--- config.mk ---
export PLATFORM = sky130hd
export DESIGN_NAME = keyed_wdt
export DESIGN_NICKNAME = d
export VERILOG_FILES = /design/src/rtl/wdt_pkg.sv /design/src/rtl/wdt_keyseq.sv /design/src/rtl/wdt_tick.sv /design/src/rtl/wdt_timer.sv /design/src/rtl/keyed_wdt.sv
export SDC_FILE = /design/constraint.sdc
export NUM_CORES = 1
export LEC_CHECK = 0
export BUFFER_PORTS_ARGS = -buffer_cell sky130_fd_sc_hd__buf_2
export CORE_MARGIN = 3
export CORE_UTILIZATION = 60
export CTS_BUF_LIST = sky130_fd_sc_hd__clkbuf_2
export DETAILED_ROUTE_END_ITERATION = 16
export HOLD_SLACK_MARGIN = 0.1
export PLACE_DENSITY = 0.92
export SETUP_SLACK_MARGIN = 0.02
export SYNTH_ARGS = -nofsm -noshare
export SYNTH_HDL_FRONTEND = slang
export SYNTH_SLANG_ARGS = --single-unit
--- constraint.sdc ---
create_clock -name clk -period 2.43 [get_ports clk]
set_input_delay 0.486 -clock clk [delete_from_list [all_inputs] [get_ports clk]]
set_output_delay 0.486 -clock clk [all_outputs]
set_load 0.1 [all_outputs]
--- src/rtl/wdt_pkg.sv ---
package wdt_pkg;
  localparam logic [1:0] A_CTRL = 2'd0;
  localparam logic [1:0] A_CNT  = 2'd1;
  localparam logic [1:0] A_TOV  = 2'd2;
  localparam logic [1:0] A_WIN  = 2'd3;

  localparam logic [15:0] REF_LO = 16'hA602;
  localparam logic [15:0] REF_HI = 16'hB480;
  localparam logic [15:0] UNL_LO = 16'hC520;
  localparam logic [15:0] UNL_HI = 16'hD928;

  localparam int B_UPD   = 5;
  localparam int B_INTE  = 6;
  localparam int B_EN    = 7;
  localparam int B_SEL   = 8;
  localparam int B_RCS   = 10;
  localparam int B_ULK   = 11;
  localparam int B_PRES  = 12;
  localparam int B_CMD32 = 13;
  localparam int B_FLG   = 14;

  typedef enum logic [1:0] {KS_IDLE, KS_REF, KS_UNL} key_st_e;
endpackage

--- src/rtl/wdt_keyseq.sv ---
module wdt_keyseq
  import wdt_pkg::*;
(
  input  logic        clk,
  input  logic        rst_n,
  input  logic        wr,
  input  logic [31:0] wdata,
  input  logic        wide,
  output logic        refresh_p,
  output logic        unlock_p,
  output logic        key_err_p
);
  key_st_e st_q;
  logic [15:0] lo;
  assign lo = wdata[15:0];

  always_comb begin
    refresh_p = 1'b0;
    unlock_p  = 1'b0;
    key_err_p = 1'b0;
    if (wr) begin
      if (wide) begin
        refresh_p = (wdata == {REF_HI, REF_LO});
        unlock_p  = (wdata == {UNL_HI, UNL_LO});
      end else begin
        case (st_q)
          KS_REF: begin
            refresh_p = (lo == REF_HI);
            key_err_p = (lo != REF_HI);
          end
          KS_UNL: begin
            unlock_p  = (lo == UNL_HI);
            key_err_p = (lo != UNL_HI);
          end
          default: ;
        endcase
      end
    end
  end

  always_ff @(posedge clk or negedge rst_n) begin
    if (!rst_n) st_q <= KS_IDLE;
    else if (wr) begin
      if (!wide && st_q == KS_IDLE && lo == REF_LO) st_q <= KS_REF;
      else if (!wide && st_q == KS_IDLE && lo == UNL_LO) st_q <= KS_UNL;
      else st_q <= KS_IDLE;
    end
  end
endmodule

--- src/rtl/wdt_tick.sv ---
module wdt_tick #(
  parameter int unsigned NSRC = 4,
  parameter int unsigned PRESC_DIV = 256,
  localparam int unsigned SW = $clog2(NSRC)
) (
  input  logic            clk,
  input  logic            rst_n,
  input  logic [NSRC-1:0] tick_i,
  input  logic [SW-1:0]   sel,
  input  logic            pres_en,
  input  logic            clr,
  output logic            tick_o
);
  logic src;
  assign src = tick_i[sel];

  generate
    if (PRESC_DIV > 1) begin : g_div
      localparam int unsigned PW = $clog2(PRESC_DIV);
      logic [PW-1:0] pcnt_q;
      logic wrap;
      assign wrap = (pcnt_q == PW'(PRESC_DIV - 1));
      always_ff @(posedge clk or negedge rst_n) begin
        if (!rst_n) pcnt_q <= '0;
        else if (clr) pcnt_q <= '0;
        else if (pres_en && src) pcnt_q <= wrap ? '0 : pcnt_q + 1'b1;
      end
      assign tick_o = pres_en ? (src && wrap) : src;
    end else begin : g_nodiv
      assign tick_o = src;
    end
  endgenerate
endmodule

--- src/rtl/wdt_timer.sv ---
module wdt_timer #(
  parameter int unsigned TO_W = 16,
  parameter int unsigned DELAY_TICKS = 128,
  localparam int unsigned DW = $clog2(DELAY_TICKS)
) (
  input  logic            clk,
  input  logic            rst_n,
  input  logic            en,
  input  logic            tick,
  input  logic            clr,
  input  logic            int_en,
  input  logic [TO_W-1:0] toval,
  output logic [TO_W-1:0] cnt,
  output logic            to_evt,
  output logic            dly_evt
);
  logic [TO_W-1:0] cnt_q;
  logic [DW-1:0]   dly_q;
  logic            pend_q;
  logic            step;

  assign step    = en && tick && !clr;
  assign to_evt  = step && !pend_q && (cnt_q == toval);
  assign dly_evt = step && pend_q && (dly_q == DW'(DELAY_TICKS - 1));
  assign cnt     = cnt_q;

  always_ff @(posedge clk or negedge rst_n) begin
    if (!rst_n) begin
      cnt_q  <= '0;
      dly_q  <= '0;
      pend_q <= 1'b0;
    end else if (clr) begin
      cnt_q  <= '0;
      dly_q  <= '0;
      pend_q <= 1'b0;
    end else if (step) begin
      if (pend_q) begin
        if (dly_evt) begin
          pend_q <= 1'b0;
          dly_q  <= '0;
        end else dly_q <= dly_q + 1'b1;
      end else if (to_evt) begin
        cnt_q  <= '0;
        dly_q  <= '0;
        pend_q <= int_en;
      end else cnt_q <= cnt_q + 1'b1;
    end
  end
endmodule

--- src/rtl/keyed_wdt.sv ---
module keyed_wdt
  import wdt_pkg::*;
#(
  parameter int unsigned TO_W = 16,
  parameter int unsigned RST_TIMEOUT = 1000,
  parameter int unsigned UNLOCK_CYCLES = 255,
  parameter int unsigned DELAY_TICKS = 128,
  parameter int unsigned PRESC_DIV = 256,
  localparam int unsigned AGE_W = $clog2(UNLOCK_CYCLES + 1)
) (
  input  logic        clk,
  input  logic        rst_n,
  input  logic        bus_we,
  input  logic [1:0]  bus_addr,
  input  logic [31:0] bus_wdata,
  output logic [31:0] bus_rdata,
  input  logic [3:0]  tick_i,
  output logic        irq_o,
  output logic        rst_req_o
);
  logic            upd_q, inte_q, en_q, pres_q, cmd32_q, flg_q;
  logic [1:0]      sel_q;
  logic            ulk_q, rcs_q, perm_lock_q;
  logic [AGE_W-1:0] age_q;
  logic [TO_W-1:0] toval_q, win_q, cnt;

  logic wr_ctrl, wr_cnt, wr_tov, wr_win, cfg_ctrl;
  logic refresh_p, unlock_p, key_err_p;
  logic win_viol, refresh_ok, tick, to_evt, dly_evt, tmr_clr;

  assign wr_ctrl  = bus_we && bus_addr == A_CTRL;
  assign wr_cnt   = bus_we && bus_addr == A_CNT;
  assign wr_tov   = bus_we && bus_addr == A_TOV;
  assign wr_win   = bus_we && bus_addr == A_WIN;
  assign cfg_ctrl = wr_ctrl && ulk_q;

  wdt_keyseq i_keys (
    .clk(clk), .rst_n(rst_n), .wr(wr_cnt), .wdata(bus_wdata), .wide(cmd32_q),
    .refresh_p(refresh_p), .unlock_p(unlock_p), .key_err_p(key_err_p)
  );

  assign win_viol   = refresh_p && (win_q != '0) && (cnt < win_q);
  assign refresh_ok = refresh_p && !win_viol;
  assign tmr_clr    = cfg_ctrl || refresh_ok;

  wdt_tick #(.NSRC(4), .PRESC_DIV(PRESC_DIV)) i_tick (
    .clk(clk), .rst_n(rst_n), .tick_i(tick_i), .sel(sel_q),
    .pres_en(pres_q), .clr(tmr_clr), .tick_o(tick)
  );

  wdt_timer #(.TO_W(TO_W), .DELAY_TICKS(DELAY_TICKS)) i_tmr (
    .clk(clk), .rst_n(rst_n), .en(en_q), .tick(tick), .clr(tmr_clr),
    .int_en(inte_q), .toval(toval_q), .cnt(cnt), .to_evt(to_evt), .dly_evt(dly_evt)
  );

  // configuration and lock state
  always_ff @(posedge clk or negedge rst_n) begin
    if (!rst_n) begin
      upd_q <= 1'b1; inte_q <= 1'b0; en_q <= 1'b0; pres_q <= 1'b0;
      cmd32_q <= 1'b0; sel_q <= 2'd0;
      toval_q <= TO_W'(RST_TIMEOUT); win_q <= '0;
      ulk_q <= 1'b0; rcs_q <= 1'b1; perm_lock_q <= 1'b0; age_q <= '0;
    end else begin
      if (ulk_q) begin
        age_q <= age_q + 1'b1;
        if (age_q == AGE_W'(UNLOCK_CYCLES - 1)) ulk_q <= 1'b0;
      end
      if (unlock_p && !perm_lock_q) begin
        ulk_q <= 1'b1;
        age_q <= '0;
        rcs_q <= 1'b0;
      end
      if (cfg_ctrl) begin
        upd_q   <= bus_wdata[B_UPD];
        inte_q  <= bus_wdata[B_INTE];
        en_q    <= bus_wdata[B_EN];
        sel_q   <= bus_wdata[B_SEL +: 2];
        pres_q  <= bus_wdata[B_PRES];
        cmd32_q <= bus_wdata[B_CMD32];
        ulk_q   <= 1'b0;
        rcs_q   <= 1'b1;
        if (!bus_wdata[B_UPD]) perm_lock_q <= 1'b1;
      end
      if (wr_tov && ulk_q) toval_q <= bus_wdata[TO_W-1:0];
      if (wr_win && ulk_q) win_q <= bus_wdata[TO_W-1:0];
    end
  end

  // timeout flag and reset request
  always_ff @(posedge clk or negedge rst_n) begin
    if (!rst_n) begin
      flg_q     <= 1'b0;
      rst_req_o <= 1'b0;
    end else begin
      if (to_evt) flg_q <= 1'b1;
      else if (wr_ctrl && bus_wdata[B_FLG]) flg_q <= 1'b0;
      rst_req_o <= key_err_p || win_viol || (to_evt && !inte_q) || dly_evt;
    end
  end

  assign irq_o = flg_q && inte_q;

  always_comb begin
    case (bus_addr)
      A_CTRL: bus_rdata = {17'd0, flg_q, cmd32_q, pres_q, ulk_q, rcs_q, sel_q,
                           en_q, inte_q, upd_q, 5'd0};
      A_CNT:  bus_rdata = {{(32-TO_W){1'b0}}, cnt};
      A_TOV:  bus_rdata = {{(32-TO_W){1'b0}}, toval_q};
      default: bus_rdata = {{(32-TO_W){1'b0}}, win_q};
    endcase
  end
endmodule

### After elaboration in Yosys (flattened, before gate mapping)

Cells that the tools add are included.

| operators by class | value |
|---|---|
| add/subtract/negate cells | 4 |
| magnitude comparators | 2 |
| equal/unequal tests | 18 |
| multiplexer cells | 42 |
| bitwise gates (word level) | 1 |
| reduce and logical (&&, ||, !) cells | 47 |

Operators by type and width:

| kind | number |
|---|---|
| $eq 16x16->1 const B | 4 |
| $eq 32x32->1 const B | 2 |
| $mux 16 | 4 |
| $pmux 16 s3 | 1 |
| $mux 8 | 5 |
| $mux 7 | 5 |
| $ne 16x16->1 const B | 2 |
| $logic_and 1x1->1 | 25 |
| $mux 1 | 23 |
| $add 16x1->16 const B | 1 |
| $add 8x1->8 const B | 2 |
| $eq 16x16->1 | 1 |
| $eq 8x8->1 const B | 2 |
| $lt 16x16->1 | 1 |
| $reduce_bool 16->1 | 1 |
| $reduce_bool 2->1 | 5 |
| $add 7x1->7 const B | 1 |
| $eq 7x7->1 const B | 1 |
| $eq 2x2->1 const B | 3 |
| $logic_not 1->1 | 6 |
| $reduce_and 2->1 | 3 |
| $eq 2x1->1 const B | 2 |
| $logic_not 2->1 | 2 |
| $logic_or 1x1->1 | 4 |
| 7 further kinds | 8 |

| word-level totals | value |
|---|---|
| register bits | 86 |
| input bits | 41 |
| output and inout bits | 34 |
| logic and storage cells | 133 |

### Longest topological paths before layout

| depth | value |
|---|---|
| depth after elaboration | 17 |
| mapped depth | 10 |
| gate-level depth less buffers | 9 |

### By module

Synthesis repeated with hierarchy kept, for this count alone.

| unflattened totals | value |
|---|---|
| cells, all modules | 514 |
| area total of the unflattened synthesis | 5,340.1 µm² |

Modules (own cells, without submodules):

| module | instances | cells each | area an instance (µm²) | seq. area each (µm²) |
|---|---|---|---|---|
| keyed_wdt | 1 | 248 | 2,976.6 | 1,311.3 |
| wdt_timer | 1 | 170 | 1,486.4 | 600.6 |
| wdt_tick | 1 | 48 | 456.7 | 200.2 |
| wdt_keyseq | 1 | 48 | 420.4 | 50.0 |

### Worst setup path before layout

Ideal clock, no wire load.

| timing path | value |
|---|---|
| kind | input-to-output |
| start point | input bus_addr[0] |
| end point | output bus_rdata[15] |
| arrival | 2.211 ns |
| required time | 1.944 ns |
| setup slack | -0.267 ns |
| stages | 4 |
| buffers on the path | 2 |
| cells stage by stage | buf_2 > clkbuf_1 > nor2b_1 > a22o_1 |

| on the way | value |
|---|---|
| cells in the longest elaborated chain, start to end | 2 |
| elaborated cells between the ends (all ways) | 4 |
| classes of those cells | 2 x eq/ne; 1 x mux; 1 x reduce/logical |

RTL lines:

| what | RTL line | text |
|---|---|---|
| start, declared | keyed_wdt.sv:14 | `input logic [1:0] bus_addr,` |
| $eq 2x2->1 (tied with other cells) | keyed_wdt.sv:104 | `case (bus_addr)` |
| $pmux 16 s3 * | keyed_wdt.sv:104 |  |
| end, declared | keyed_wdt.sv:16 | `output logic [31:0] bus_rdata,` |

Every way passes the cells marked *; elsewhere a longest branch is shown, timed or not.

### Final worst setup path

| timing path | value |
|---|---|
| start point | register i_tmr.cnt_q[13], in the netlist i_tmr.cnt[13] |
| end point | output bus_rdata[13] |

| on the way | value |
|---|---|
| cells in the longest elaborated chain, start to end | 1 |

RTL lines:

| what | RTL line | text |
|---|---|---|
| start, declared | wdt_timer.sv:17 | `logic [TO_W-1:0] cnt_q;` |
| start signal, assigned | wdt_timer.sv:46 | `end else cnt_q <= cnt_q + 1'b1;` |
| $pmux 16 s3 | keyed_wdt.sv:104 |  |

No other way between the ends.

==> key figures <==
Setup path
  • Kind of critical path: flop to output port
  • Critical Path Start: i_tmr.cnt[13]$_DFFE_PN0P_
  • Crit path launch type: flop
  • Worst r2r src: i_tmr.cnt[8]$_DFFE_PN0P_
  • Worst Setup End Kind: output port
  • Worst Path Required: 1.94 ns
  • Critical Path Fanout Max: 9
  • CP max-delay cell: dfrtp_2
  • CP max stage delay: 0.54 ns
  • Worst-path cell chain: mux4_2, buf_2
  • WP data arrival: 1.91 ns

STA
  • # setup viols final: 0
  • Slew Viols, Final: 0
  • Period Utilization, post-route: 98.7%
  • Actual slew at the worst max-slew pin: 0.558 ns
  • Endpoints failing hold: 0
  • Clock Skew: 0.0338 ns
  • RSZ-0062 raised after global routing: yes
  • Slew HR: 62.6%
  • Fin crit period: 2.40 ns
  • Fmax: 0.417 GHz

Synth
  • Synth top area share: 36.1%
  • Most frequent cells after synthesis: 78 x dfrtp_1, 44 x nor2_1, 43 x mux2_2, 32 x a21oi_1
  • Post-synth EDFFs: 0
  • Seq/Total Area, Yosys: 39.9%
  • Cell area after synthesis: 5410 um^2
  • Post-synth ARST share: 100%
  • Ys flop type: dfrtp_1
  • Synth Area per Inst: 10.2 um^2
  • Cell taking the most area after synthesis: dfrtp_1
  • Ys Warns: 0
  • Largest cells by area after synthesis: dfrtp_1 36%, mux2_2 8.9%, ha_1 5.3%
  • Synth unique cells: 62
  • Synthesized netlist cell count: 529
  • Most frequent cell after synthesis: dfrtp_1
  • Synth Register Bits: 86

Clock tree
  • H-Tree Level Count: 3
  • Maximum root-to-sink buffer count: 2
  • CTS clock-pin slew for the worst setup and hold paths: 0.27 ns
  • Clock root cell: clkbuf_2
  • Inserted Clock Buffers: 9
  • Worst skew pair latency: 0.58 ns
  • CTS tree: yes
  • Clk sinks: 86

Floorplanning
  • Die area: 10,200 um^2
  • Chip Height: 101 um
  • Core box area: 8760 um^2
  • Initial Utilization: 61.8%
  • Die span in x: 101 um
  • Row cnt: 34
  • Ports: 75

GRT
  • Largest net degree at the start of global routing: 68
  • First-pass GRT wire length: 23,200 um
  • Vias in the first global route: 4,626
  • Global-route usage over all layers: 29.2%
  • GRT Residual Overflow: 0
  • Initial antenna violation count: 0

Detailed routing
  • Via count: 4,813
  • Post-DR wirelength/cell: 20.4 um
  • Final ANT Viol Nets: 0
  • TritonRoute pass-1 iters: 6
  • Initial drt markers: 493
  • Total Wirelength: 15,000 um
  • Residual DRC count: 0
  • Vias per cell: 6.57

Cells and area
  • Share of cells above drive strength 1: 33.6%
  • Fin nets: 684
  • # diodes: 0
  • Final Cell Area: 6410 um^2
  • Finished Layout Cells: 733
  • Core Util, Final: 73.2%
  • Area delta synth->final: 18.4%
  • FILL cells: 593

Placement
  • DP Area: 6030 um^2
  • Placed insts: 701
  • Routability Congestion: 0.949
  • I/O Buffers: 58
  • DP HPWL: 10,600 um

Power and ir drop
  • Post-layout power: 5.17 mW
  • Worst-case vdd ir drop: 0.000560 V
  • Power density over cell area: 807 nW/um^2
  • Pleak: 2.85 nW

Run
  • # Max-Cap Violations: 0

Hold path
  • Class of the most critical hold timing path: input pin to flop
  • Worst hold start: bus_wdata[0]

Run status
  • Status: completed
where the power goes:
| part | internal, mW | switching (mW) | total, mW |
|---|---|---|---|
| logic | 0.842 | 1.30 | 2.14 |
| clock network | 0.251 | 0.552 | 0.803 |
| registers | 1.79 | 0.439 | 2.23 |
through the flow:
step | setup slack (ns) | hold slack (ns) | TNS (ns)
2_1_floorplan | 0.0210 | 0.190 | 0
3_3_place_gp | 0.00153 | 0.383 | 0
3_5_place_dp | -0.215 | 0.387 | -0.969
4_1_cts | 0.0185 | 0.178 | 0
5_1_grt | -0.0459 | 0.160 | -0.143
6_report | 0.0311 | 0.173 | 0
critical path: cells and delay by family (launching register included):
family / cells / cell delay (ns)
buf+inv: 1 / 0.31
flops: 1 / 0.54
mux: 1 / 0.50
layer usage:
| metal | routed length (um) | vias up | global-route usage [%] |
|---|---|---|---|
| li1 | - | 2095 | - |
| met1 | 5550 | 2334 | 37.2 |
| met2 | 7410 | 321 | 47.7 |
| met3 | 1280 | 63 | 5.26 |
| met4 | 737 | 0 | 14.8 |
| met5 | 0 | - | 0 |
final cells by class:
class	count	area, um^2	share of cell area, %
Multi-Input combinational cell	401	3080	48.0
Sequential cell	86	2170	33.9
Timing Repair Buffer	100	823	12.8
Tap cell	108	135	2.11
Inverter	22	82.6	1.29
Clock inverter	7	77.6	1.21
Clock buffer	9	45.0	0.702
what timing repair did:
action                                  CTS  global route
gates resized for setup                  17            27
hold buffers                              1             0
endpoints found under the setup margin   19            18
hold endpoints to repair                 19             0
pin swaps                                 0             3
setup buffers                             2            13
layout by cell type, fill, tap and decap left out, drive strengths merged, types with 4 or more instances in the layout:
cell type	netlist	final
a21o	5	5
a21oi	33	33
a22o	6	6
a31oi	6	6
and2	4	4
and3	14	14
buf	27	98
clkbuf	8	10
conb	1	16
dfrtp	78	78
dfstp	8	8
ha	23	23
inv	22	26
mux2	43	43
mux2i	4	4
mux4	11	11
nand2	28	28
nand3	21	21
nand3b	8	8
nand4	14	14
nor2	44	44
nor3	4	4
nor3b	11	11
nor4	10	10
nor4b	6	6
o21ai	28	28
xnor2	20	20
xor2	6	6
flip-flops by register name (all words and copies together), names as in the netlist, 2 cells and up:
signal,cells
sel_q,2
win_q,16
i_tmr.cnt,16
i_keys.st_q,2
i_tmr.dly_q,7
i_tick.g_div.pcnt_q,8
toval_q,16
age_q,8
cells by family (layout without fill, tap and decap cells):
group                    count (synthesis)  after routing  share of synthesized area, %
AND/OR/NAND/NOR                        183            183                          19.7
adder cells (fa/ha/maj)                 23             23                          5.32
flip-flops                              86             86                          39.9
XOR/XNOR                                26             26                          4.21
buffers and inverters                   57            138                          5.38
multiplexers                            58             58                          14.3
other                                    1             16                        0.0693
AO/OA/AOI/OAI                           95             95                          11.1
final timing paths:
| kind | endpoint | slack [ns] | depth (start not counted) |
|---|---|---|---|
| max in group asynchronous | toval_q[3]$_DFFE_PN1P_ | 1.46 | 3 |
| min reg2reg | toval_q[5]$_DFFE_PN1P_ | 0.52 | 2 |
| max reg2reg | i_tmr.cnt[8]$_DFFE_PN0P_ | 0.07 | 9 |
| max | bus_rdata[13] | 0.03 | 2 |
| min in group asynchronous | i_tmr.dly_q[1]$_DFFE_PN0P_ | 0.28 | 2 |
| min | toval_q[0]$_DFFE_PN0P_ | 0.17 | 2 |
Power figures use the tool's default switching activity.
